**src/rtl/rn_pkg.sv**
```systemverilog
package rn_pkg;

  localparam int unsigned DEF_ARCH_REGS = 64;
  localparam int unsigned DEF_PHYS_REGS = 72;
  localparam int unsigned DEF_ROB_SLOTS = 16;

  // Circular index arithmetic shared by the free list and reorder buffer.
  function automatic int unsigned ring_up(input int unsigned idx, input int unsigned depth);
    return (idx + 1 == depth) ? 0 : idx + 1;
  endfunction

  function automatic int unsigned ring_down(input int unsigned idx, input int unsigned depth);
    return (idx == 0) ? depth - 1 : idx - 1;
  endfunction

  // Admission rule of the rename stage.
  function automatic logic rename_admit(input logic busy, input logic flush,
                                        input logic rob_full, input logic fl_empty,
                                        input logic needs_dst);
    return !busy && !flush && !rob_full && !(needs_dst && fl_empty);
  endfunction

endpackage

```
**src/rtl/rn_freelist.sv**
```systemverilog
module rn_freelist #(
  parameter int unsigned PHYS_W    = 7,
  parameter int unsigned SLOTS     = 8,
  parameter int unsigned FIRST_REG = 64
) (
  input  logic              clk,
  input  logic              rst_n,
  input  logic              pop,
  input  logic              push,
  input  logic [PHYS_W-1:0] push_reg,
  output logic [PHYS_W-1:0] head_reg,
  output logic              empty,
  output logic              full
);
  localparam int unsigned PTR_W = (SLOTS > 1) ? $clog2(SLOTS) : 1;
  localparam int unsigned CNT_W = $clog2(SLOTS + 1);

  logic [PHYS_W-1:0] slot_q [SLOTS];
  logic [PTR_W-1:0]  rd_q, wr_q;
  logic [CNT_W-1:0]  cnt_q;

  assign empty    = (cnt_q == '0);
  assign full     = (cnt_q == CNT_W'(SLOTS));
  assign head_reg = slot_q[rd_q];

  always_ff @(posedge clk or negedge rst_n) begin
    if (!rst_n) begin
      for (int i = 0; i < int'(SLOTS); i++) slot_q[i] <= PHYS_W'(FIRST_REG + i);
      rd_q  <= '0;
      wr_q  <= '0;
      cnt_q <= CNT_W'(SLOTS);
    end else begin
      if (push) begin
        slot_q[wr_q] <= push_reg;
        wr_q <= PTR_W'(rn_pkg::ring_up(32'(wr_q), SLOTS));
      end
      if (pop) rd_q <= PTR_W'(rn_pkg::ring_up(32'(rd_q), SLOTS));
      case ({push, pop})
        2'b10:   cnt_q <= cnt_q + 1'b1;
        2'b01:   cnt_q <= cnt_q - 1'b1;
        default: cnt_q <= cnt_q;
      endcase
    end
  end

  assert_pop_has_entry_R3: assert property (@(posedge clk) disable iff (!rst_n)
    pop |-> !empty);

  assert_push_has_room_R7: assert property (@(posedge clk) disable iff (!rst_n)
    push |-> !full);

endmodule

```
**src/rtl/rn_maptable.sv**
```systemverilog
module rn_maptable #(
  parameter int unsigned ARCH_N = 64,
  parameter int unsigned ARCH_W = 6,
  parameter int unsigned PHYS_W = 7
) (
  input  logic              clk,
  input  logic              rst_n,
  input  logic [ARCH_W-1:0] src_a,
  input  logic [ARCH_W-1:0] src_b,
  input  logic [ARCH_W-1:0] dst,
  output logic [PHYS_W-1:0] map_a,
  output logic [PHYS_W-1:0] map_b,
  output logic [PHYS_W-1:0] map_dst,
  input  logic              ren_we,
  input  logic [ARCH_W-1:0] ren_idx,
  input  logic [PHYS_W-1:0] ren_val,
  input  logic              undo_we,
  input  logic [ARCH_W-1:0] undo_idx,
  input  logic [PHYS_W-1:0] undo_val
);
  logic [PHYS_W-1:0] map_q [ARCH_N];

  // Lookups see the table before this cycle's write lands.
  assign map_a   = map_q[src_a];
  assign map_b   = map_q[src_b];
  assign map_dst = map_q[dst];

  always_ff @(posedge clk or negedge rst_n) begin
    if (!rst_n) begin
      for (int i = 0; i < int'(ARCH_N); i++) map_q[i] <= PHYS_W'(i);
    end else if (ren_we) begin
      map_q[ren_idx] <= ren_val;
    end else if (undo_we) begin
      map_q[undo_idx] <= undo_val;
    end
  end

  assert_single_writer_R9: assert property (@(posedge clk) disable iff (!rst_n)
    !(ren_we && undo_we));

endmodule

```
**src/rtl/rn_rob.sv**
```systemverilog
module rn_rob #(
  parameter int unsigned SLOTS  = 16,
  parameter int unsigned TAG_W  = 4,
  parameter int unsigned ARCH_W = 6,
  parameter int unsigned PHYS_W = 7
) (
  input  logic              clk,
  input  logic              rst_n,
  input  logic              alloc,
  input  logic              alloc_dv,
  input  logic [ARCH_W-1:0] alloc_rd,
  input  logic [PHYS_W-1:0] alloc_prd,
  input  logic [PHYS_W-1:0] alloc_lprd,
  input  logic              retire,
  input  logic              unwind,
  output logic [TAG_W-1:0]  tail_tag,
  output logic              full,
  output logic              empty,
  output logic              old_dv,
  output logic [PHYS_W-1:0] old_lprd,
  output logic              young_dv,
  output logic [ARCH_W-1:0] young_rd,
  output logic [PHYS_W-1:0] young_prd,
  output logic [PHYS_W-1:0] young_lprd
);
  localparam int unsigned CNT_W = $clog2(SLOTS + 1);

  typedef struct packed {
    logic              dv;
    logic [ARCH_W-1:0] rd;
    logic [PHYS_W-1:0] prd;
    logic [PHYS_W-1:0] lprd;
  } rob_entry_t;

  rob_entry_t       ent_q [SLOTS];
  logic [TAG_W-1:0] head_q, tail_q, young_idx;
  logic [CNT_W-1:0] cnt_q;

  assign young_idx  = TAG_W'(rn_pkg::ring_down(32'(tail_q), SLOTS));
  assign tail_tag   = tail_q;
  assign full       = (cnt_q == CNT_W'(SLOTS));
  assign empty      = (cnt_q == '0);
  assign old_dv     = ent_q[head_q].dv;
  assign old_lprd   = ent_q[head_q].lprd;
  assign young_dv   = ent_q[young_idx].dv;
  assign young_rd   = ent_q[young_idx].rd;
  assign young_prd  = ent_q[young_idx].prd;
  assign young_lprd = ent_q[young_idx].lprd;

  always_ff @(posedge clk or negedge rst_n) begin
    if (!rst_n) begin
      for (int i = 0; i < int'(SLOTS); i++) ent_q[i] <= '0;
      head_q <= '0;
      tail_q <= '0;
      cnt_q  <= '0;
    end else begin
      if (alloc) begin
        ent_q[tail_q] <= '{dv: alloc_dv, rd: alloc_rd, prd: alloc_prd, lprd: alloc_lprd};
        tail_q <= TAG_W'(rn_pkg::ring_up(32'(tail_q), SLOTS));
      end else if (unwind) begin
        tail_q <= young_idx;
      end
      if (retire) head_q <= TAG_W'(rn_pkg::ring_up(32'(head_q), SLOTS));
      case ({alloc, retire || unwind})
        2'b10:   cnt_q <= cnt_q + 1'b1;
        2'b01:   cnt_q <= cnt_q - 1'b1;
        default: cnt_q <= cnt_q;
      endcase
    end
  end

  assert_alloc_room_R8: assert property (@(posedge clk) disable iff (!rst_n)
    alloc |-> !full);

  assert_pop_exclusive_R9: assert property (@(posedge clk) disable iff (!rst_n)
    !(retire && unwind));

  assert_unwind_nonempty_R9: assert property (@(posedge clk) disable iff (!rst_n)
    unwind |-> !empty);

  assert_no_alloc_in_walk_R9: assert property (@(posedge clk) disable iff (!rst_n)
    !(alloc && unwind));

endmodule

```
**src/rtl/rename_stage.sv**
```systemverilog
module rename_stage
  import rn_pkg::*;
#(
  parameter int unsigned ARCH_REGS = DEF_ARCH_REGS,
  parameter int unsigned PHYS_REGS = DEF_PHYS_REGS,
  parameter int unsigned ROB_SLOTS = DEF_ROB_SLOTS
) (
  input  logic                         clk,
  input  logic                         rst_n,
  input  logic                         in_valid,
  output logic                         in_ready,
  input  logic [$clog2(ARCH_REGS)-1:0] in_src1,
  input  logic [$clog2(ARCH_REGS)-1:0] in_src2,
  input  logic                         in_has_dst,
  input  logic [$clog2(ARCH_REGS)-1:0] in_dst,
  input  logic                         commit_req,
  input  logic                         flush_req,
  output logic                         recovering,
  output logic                         out_valid,
  output logic                         out_dst_valid,
  output logic [$clog2(PHYS_REGS)-1:0] out_prd,
  output logic [$clog2(PHYS_REGS)-1:0] out_lprd,
  output logic [$clog2(PHYS_REGS)-1:0] out_pr1,
  output logic [$clog2(PHYS_REGS)-1:0] out_pr2,
  output logic [$clog2(ROB_SLOTS)-1:0] out_tag
);
  localparam int unsigned ARCH_W   = $clog2(ARCH_REGS);
  localparam int unsigned PHYS_W   = $clog2(PHYS_REGS);
  localparam int unsigned TAG_W    = $clog2(ROB_SLOTS);
  localparam int unsigned FL_SLOTS = PHYS_REGS - ARCH_REGS;

  // Named internal events.
  logic              fire, take_reg, retire_do, unwind_do, fl_push;
  logic [PHYS_W-1:0] fl_push_reg, fl_head, new_prd, new_lprd;
  logic              fl_empty, fl_full;
  logic [TAG_W-1:0]  rob_tail;
  logic              rob_full, rob_empty;
  logic              old_dv, young_dv;
  logic [PHYS_W-1:0] old_lprd, young_prd, young_lprd;
  logic [ARCH_W-1:0] young_rd;
  logic [PHYS_W-1:0] map_a, map_b, map_dst;
  logic              recover_q;

  assign recovering  = recover_q;
  assign in_ready    = rename_admit(recover_q, flush_req, rob_full, fl_empty, in_has_dst);
  assign fire        = in_valid && in_ready;
  assign take_reg    = fire && in_has_dst;
  assign retire_do   = commit_req && !flush_req && !recover_q && !rob_empty;
  assign unwind_do   = recover_q && !rob_empty;
  assign fl_push     = (retire_do && old_dv) || (unwind_do && young_dv);
  assign fl_push_reg = unwind_do ? young_prd : old_lprd;
  assign new_prd     = take_reg ? fl_head : '0;
  assign new_lprd    = take_reg ? map_dst : '0;

  rn_freelist #(
    .PHYS_W(PHYS_W), .SLOTS(FL_SLOTS), .FIRST_REG(ARCH_REGS)
  ) u_freelist (
    .clk(clk), .rst_n(rst_n), .pop(take_reg), .push(fl_push),
    .push_reg(fl_push_reg), .head_reg(fl_head), .empty(fl_empty), .full(fl_full)
  );

  rn_maptable #(
    .ARCH_N(ARCH_REGS), .ARCH_W(ARCH_W), .PHYS_W(PHYS_W)
  ) u_map (
    .clk(clk), .rst_n(rst_n),
    .src_a(in_src1), .src_b(in_src2), .dst(in_dst),
    .map_a(map_a), .map_b(map_b), .map_dst(map_dst),
    .ren_we(take_reg), .ren_idx(in_dst), .ren_val(fl_head),
    .undo_we(unwind_do && young_dv), .undo_idx(young_rd), .undo_val(young_lprd)
  );

  rn_rob #(
    .SLOTS(ROB_SLOTS), .TAG_W(TAG_W), .ARCH_W(ARCH_W), .PHYS_W(PHYS_W)
  ) u_rob (
    .clk(clk), .rst_n(rst_n),
    .alloc(fire), .alloc_dv(in_has_dst), .alloc_rd(in_dst),
    .alloc_prd(new_prd), .alloc_lprd(new_lprd),
    .retire(retire_do), .unwind(unwind_do),
    .tail_tag(rob_tail), .full(rob_full), .empty(rob_empty),
    .old_dv(old_dv), .old_lprd(old_lprd),
    .young_dv(young_dv), .young_rd(young_rd), .young_prd(young_prd),
    .young_lprd(young_lprd)
  );

  always_ff @(posedge clk or negedge rst_n) begin
    if (!rst_n)                      recover_q <= 1'b0;
    else if (flush_req)              recover_q <= 1'b1;
    else if (recover_q && rob_empty) recover_q <= 1'b0;
  end

  // Renamed tuple leaves once the entry is in the reorder buffer.
  always_ff @(posedge clk or negedge rst_n) begin
    if (!rst_n) begin
      out_valid     <= 1'b0;
      out_dst_valid <= 1'b0;
      out_prd       <= '0;
      out_lprd      <= '0;
      out_pr1       <= '0;
      out_pr2       <= '0;
      out_tag       <= '0;
    end else begin
      out_valid <= fire;
      if (fire) begin
        out_dst_valid <= in_has_dst;
        out_prd       <= new_prd;
        out_lprd      <= new_lprd;
        out_pr1       <= map_a;
        out_pr2       <= map_b;
        out_tag       <= rob_tail;
      end
    end
  end

  assert_fresh_dst_R4: assert property (@(posedge clk) disable iff (!rst_n)
    (out_valid && out_dst_valid) |-> (out_prd != out_lprd));

  assert_nodst_zero_R5: assert property (@(posedge clk) disable iff (!rst_n)
    (out_valid && !out_dst_valid) |-> (out_prd == '0 && out_lprd == '0));

  assert_walk_blocks_R8: assert property (@(posedge clk) disable iff (!rst_n)
    recovering |-> !in_ready);

  assert_flush_starts_walk_R9: assert property (@(posedge clk) disable iff (!rst_n)
    flush_req |=> recovering);

endmodule

```
**config.mk**
```make
export PLATFORM = sky130hd
export DESIGN_NAME = rename_stage
export DESIGN_NICKNAME = d
export VERILOG_FILES = /design/src/rtl/rn_pkg.sv /design/src/rtl/rn_freelist.sv /design/src/rtl/rn_maptable.sv /design/src/rtl/rn_rob.sv /design/src/rtl/rename_stage.sv
export SDC_FILE = /design/constraint.sdc
export NUM_CORES = 2
export LEC_CHECK = 0
export BUFFER_PORTS_ARGS = -buffer_cell sky130_fd_sc_hd__buf_2
export CAP_MARGIN = 20
export CORE_AREA = 2 2 435 437
export CTS_CLUSTER_SIZE = 12
export DETAILED_ROUTE_END_ITERATION = 6
export DIE_AREA = 0 0 437 439
export HOLD_SLACK_MARGIN = 0.15
export PLACE_DENSITY = 0.43
export SYNTH_ARGS = -nofsm -noshare
export SYNTH_HDL_FRONTEND = slang
export SYNTH_SLANG_ARGS = --single-unit
```
**constraint.sdc**
```tcl
create_clock -name clk -period 3.5 [get_ports clk]
set_input_delay 0.35 -clock clk [delete_from_list [all_inputs] [get_ports clk]]
set_output_delay 0.35 -clock clk [all_outputs]
set_load 0.02 [all_outputs]
```
==> impl_results.md <==
- Status: complete, but fails checks
- Failing checks: design-rule violations, negative setup slack
- Clk buf depth: 3
- Initial antenna violation count: 14
- Slowest stage cell, crit path: mux4_2
- Distinct cell type count after synthesis: 76
- XOR/XNOR share of the synthesized area: 0.2688%
- Sequential share of the synthesized area: 43.61%
- Synth Area in Simple Gates: 5.779%
- Worst VDD drop: 0.0007193 V
- Static Leak: 27.00 nW
- Max incr delay on CP: 0.52 ns
- DR vias/cell: 6.011
- Mapped Nets: 4244
- NetSw: 15.61 mW
- CTS Buf Count: 105
- Wirelength, routed: 242900 um
- Post-synth ARST share: 100.0%
- Compound-Gate Fraction of Synth Area: 13.72%
- CTS tree: built
- EDFF count, synth: 0
- Critical path type: reg2reg
- Cells on worst reg2reg path: 14
- Nets: 4620
- RSZ-0062 raised after global routing: true
- IO Count: 60
- Post-synthesis mux area share: 32.56%
- Fin. Hold Viols: 0
- Post-layout min period: 3.538 ns
- Cells after DPL: 6890
- R2R Path Start: u_rob.tail_tag[0]
- DR pass1 iterations: 7
- Fin worst setup slack: -0.03823 ns
- FF-to-FF End: u_map.map_q[105]
- Worst-Skew Late Latency: 0.78 ns
- Post-Syn Area: 52140 um^2
- Final setup vio count: 20
- Hold Path Class: in2async
- Fill cells: 18210
- CP max FO: 8
- Die width: 437 um
- First-pass GRT wire length: 335400 um
- Row count: 159
- Detailed Route Iter0 Violations: 5017
- Final Cell Area: 67270 um^2
- Max frequency: 0.2826 GHz
- Dpl hpwl: 160600 um
- Worst path top cell family by delay: simple AND/OR/NAND/NOR gates
- Adder-cell area share of the yosys netlist: 0.4368%
- # Max-Cap Violations: 0
- Clock sinks: 898
- Startpoint Class: register
- Rel. slew slack: 33.09%
- IO Port Bufs: 59
- Post-DR wirelength/cell: 33.87 um
- Grt ovf: 0
- Min Hold Slack: 0.1902 ns
- Die Area: 191800 um^2
- Placed cell area: 60490 um^2
- Gate count of the mapped netlist: 4203
- Pre-CTS setup slack: -0.2219 ns
- Reg power frac: 29.3%
- Gr usage total: 24.11%
- Data required, critical path: 4.13 ns
- Setup Skew: 0.04034 ns
- Post-Syn Area per Cell: 12.41 um^2
- Warnings from Yosys: 0
- Clock-pin transition on the worst setup and hold timing paths: 0.06 ns
- Commonest cells after routing, fill and taps aside: 681 x dfrtp_1, 628 x o22ai_1, 476 x mux2_2
- CP arrival: 4.16 ns
- Htree depth: 3
- Pint: 23.96 mW
- Clock power share: 29.4%
- Finished Layout Cells: 7170
- CP endpoint kind: register
- Fin util: 35.97%
- Primary FF master, synth: dfrtp_1
- Worst-Margin Slew: 1.004 ns
- Final Cycle Share: 101.1%
- Power per cell area: 588.1 nW/um^2
- Vias: 43100
- Largest net degree at the start of global routing: 77
- Crit path buffers/inverters: 5
- Synth Register Bits: 898
- Sw Share: 39.45%
- Initial Util: 27.88%
- Vias in the first global route: 42760
- Largest family of logic cells by synthesized area: multiplexers
- Root Driver: clkbuf_16
- Placer Congestion: 0.9066
- Placeable Area: 187000 um^2
- Final count of pins violating max slew: 0
- Comb power frac: 41.3%
- Die Span Y: 439 um
- # DRC: 1
- Reg2Reg Setup Slack: -0.04 ns
- Antenna-violating nets left: 0
- Layout cells sized above 1: 51.81%
- Commonest non-fill, non-tap cell in the layout: dfrtp_1
- CP Cell Sequence: inv_8 -> ha_4 -> nor3b_4 -> nor2_4 -> buf_12 -> mux4_2 -> a22o_4 -> or3_4 -> buf_6 -> nand4_1 -> buf_12 -> o22ai_4 -> buf_6 -> mux2_4
- Synth-to-layout area growth: 29.03%
## power by group through the flow
| stage | sequential (mW) | combinational (mW) | clock [mW] |
|---|---|---|---|
| after global routing | 11.7 | 16.8 | 12.3 |
| after CTS | 11.6 | 14.2 | 11.8 |
| after floorplan | 11.6 | 6.58 | 0 |
| after global placement | 11.7 | 13.7 | 0 |
| final | 11.6 | 16.3 | 11.6 |
| after detailed placement | 11.8 | 13.7 | 0 |
## sequential cells by signal (all words and copies together), names as in the netlist
register,count
u_map.map_q,448
out_prd,7
u_freelist.slot_q,56
out_dst_valid,1
recovering,1
u_freelist.cnt_q,4
u_rob.head_q,4
out_pr2,7
out_valid,1
out_tag,4
out_lprd,7
u_rob.ent_q,336
u_freelist.wr_q,3
u_freelist.rd_q,3
u_rob.cnt_q,5
u_rob.tail_tag,4
out_pr1,7
## cell usage after synthesis (7+ instances only)
| cell type | n | share of area (%) |
|---|---|---|
| a21oi_1 | 8 | 0.077 |
| nand3_1 | 39 | 0.37 |
| dfrtp_1 | 685 | 33 |
| o22ai_2 | 57 | 1.4 |
| o22ai_1 | 696 | 8.4 |
| o21ai_0 | 198 | 1.9 |
| a311oi_1 | 10 | 0.17 |
| nand2_1 | 412 | 3.0 |
| buf_1 | 81 | 0.58 |
| nand4_2 | 9 | 0.22 |
| o41ai_1 | 22 | 0.37 |
| nor4_1 | 38 | 0.46 |
| mux2i_1 | 20 | 0.38 |
| dfstp_2 | 213 | 11 |
| mux2_2 | 677 | 15 |
| nor3_1 | 7 | 0.067 |
| a21o_1 | 9 | 0.13 |
| nand4_1 | 15 | 0.18 |
| or3_1 | 23 | 0.28 |
| ha_1 | 15 | 0.36 |
| a211oi_1 | 18 | 0.26 |
| inv_1 | 9 | 0.065 |
| nor2_1 | 20 | 0.14 |
| buf_2 | 60 | 0.58 |
| nor2b_1 | 16 | 0.19 |
| and3_1 | 12 | 0.14 |
| mux4_2 | 403 | 17 |
| xnor2_1 | 10 | 0.17 |
| clkbuf_1 | 275 | 2.0 |
| buf_4 | 18 | 0.26 |
## stage by stage
stage                     setup TNS, ns  power (mW)
after floorplan                  -20.01       18.23
after global placement           -35.83       25.47
after detailed placement         -35.21       25.49
after CTS                       -0.6547       37.60
after global routing             -10.42       40.69
final                           -0.4430       39.57
## area by class of cell
type,count,area [um^2],share of cell area (%)
timing repair buffer,710,7969,11.85
antenna,4,10.01,0.01488
sequential,898,22750,33.81
clock buffer,156,2959,4.399
clock inverter,43,620.6,0.9225
inverter,11,51.30,0.07625
tap,2495,3122,4.640
multi-input combinational,2853,29800,44.29
## worst max path at each step
stage	to	cells past startpoint	startpoint	slack, ns
detailed placement	u_map.map_q[77]	14	u_rob.tail_tag[1]	-0.22
CTS	u_map.map_q[97]	14	u_rob.tail_tag[0]	-0.04
global placement	u_map.map_q[77]	14	u_rob.tail_tag[1]	-0.21
floorplan	u_map.map_q[357]	13	u_rob.tail_tag[0]	-0.09
finish	u_map.map_q[105]	14	u_rob.tail_tag[0]	-0.04
global route	u_map.map_q[105]	14	u_rob.tail_tag[0]	-0.12
## per-layer routing
metal  GRT usage, %  vias up  wire, um
li1               -    17390         -
met1          32.96    22790    101800
met2          35.78     2384    104800
met3          6.328      533     24390
met4          10.62       14     11820
met5              0        -        81
## cells by family after synthesis
kind of cell	count (synthesis)
mux	1103
buf+inv	452
simple gates	639
compound gates	1078
flops	898
fa+ha+maj	17
xor+xnor	16
## repair_timing
item,4_1_cts,5_1_grt
pin swaps,15,94
endpoints found under the hold margin,54,0
buffers inserted,17,40
resized for setup,87,350
gates cloned,1,18
hold buffers,5,0
setup endpoints to repair,469,461
Power figures use the tool's default switching activity.
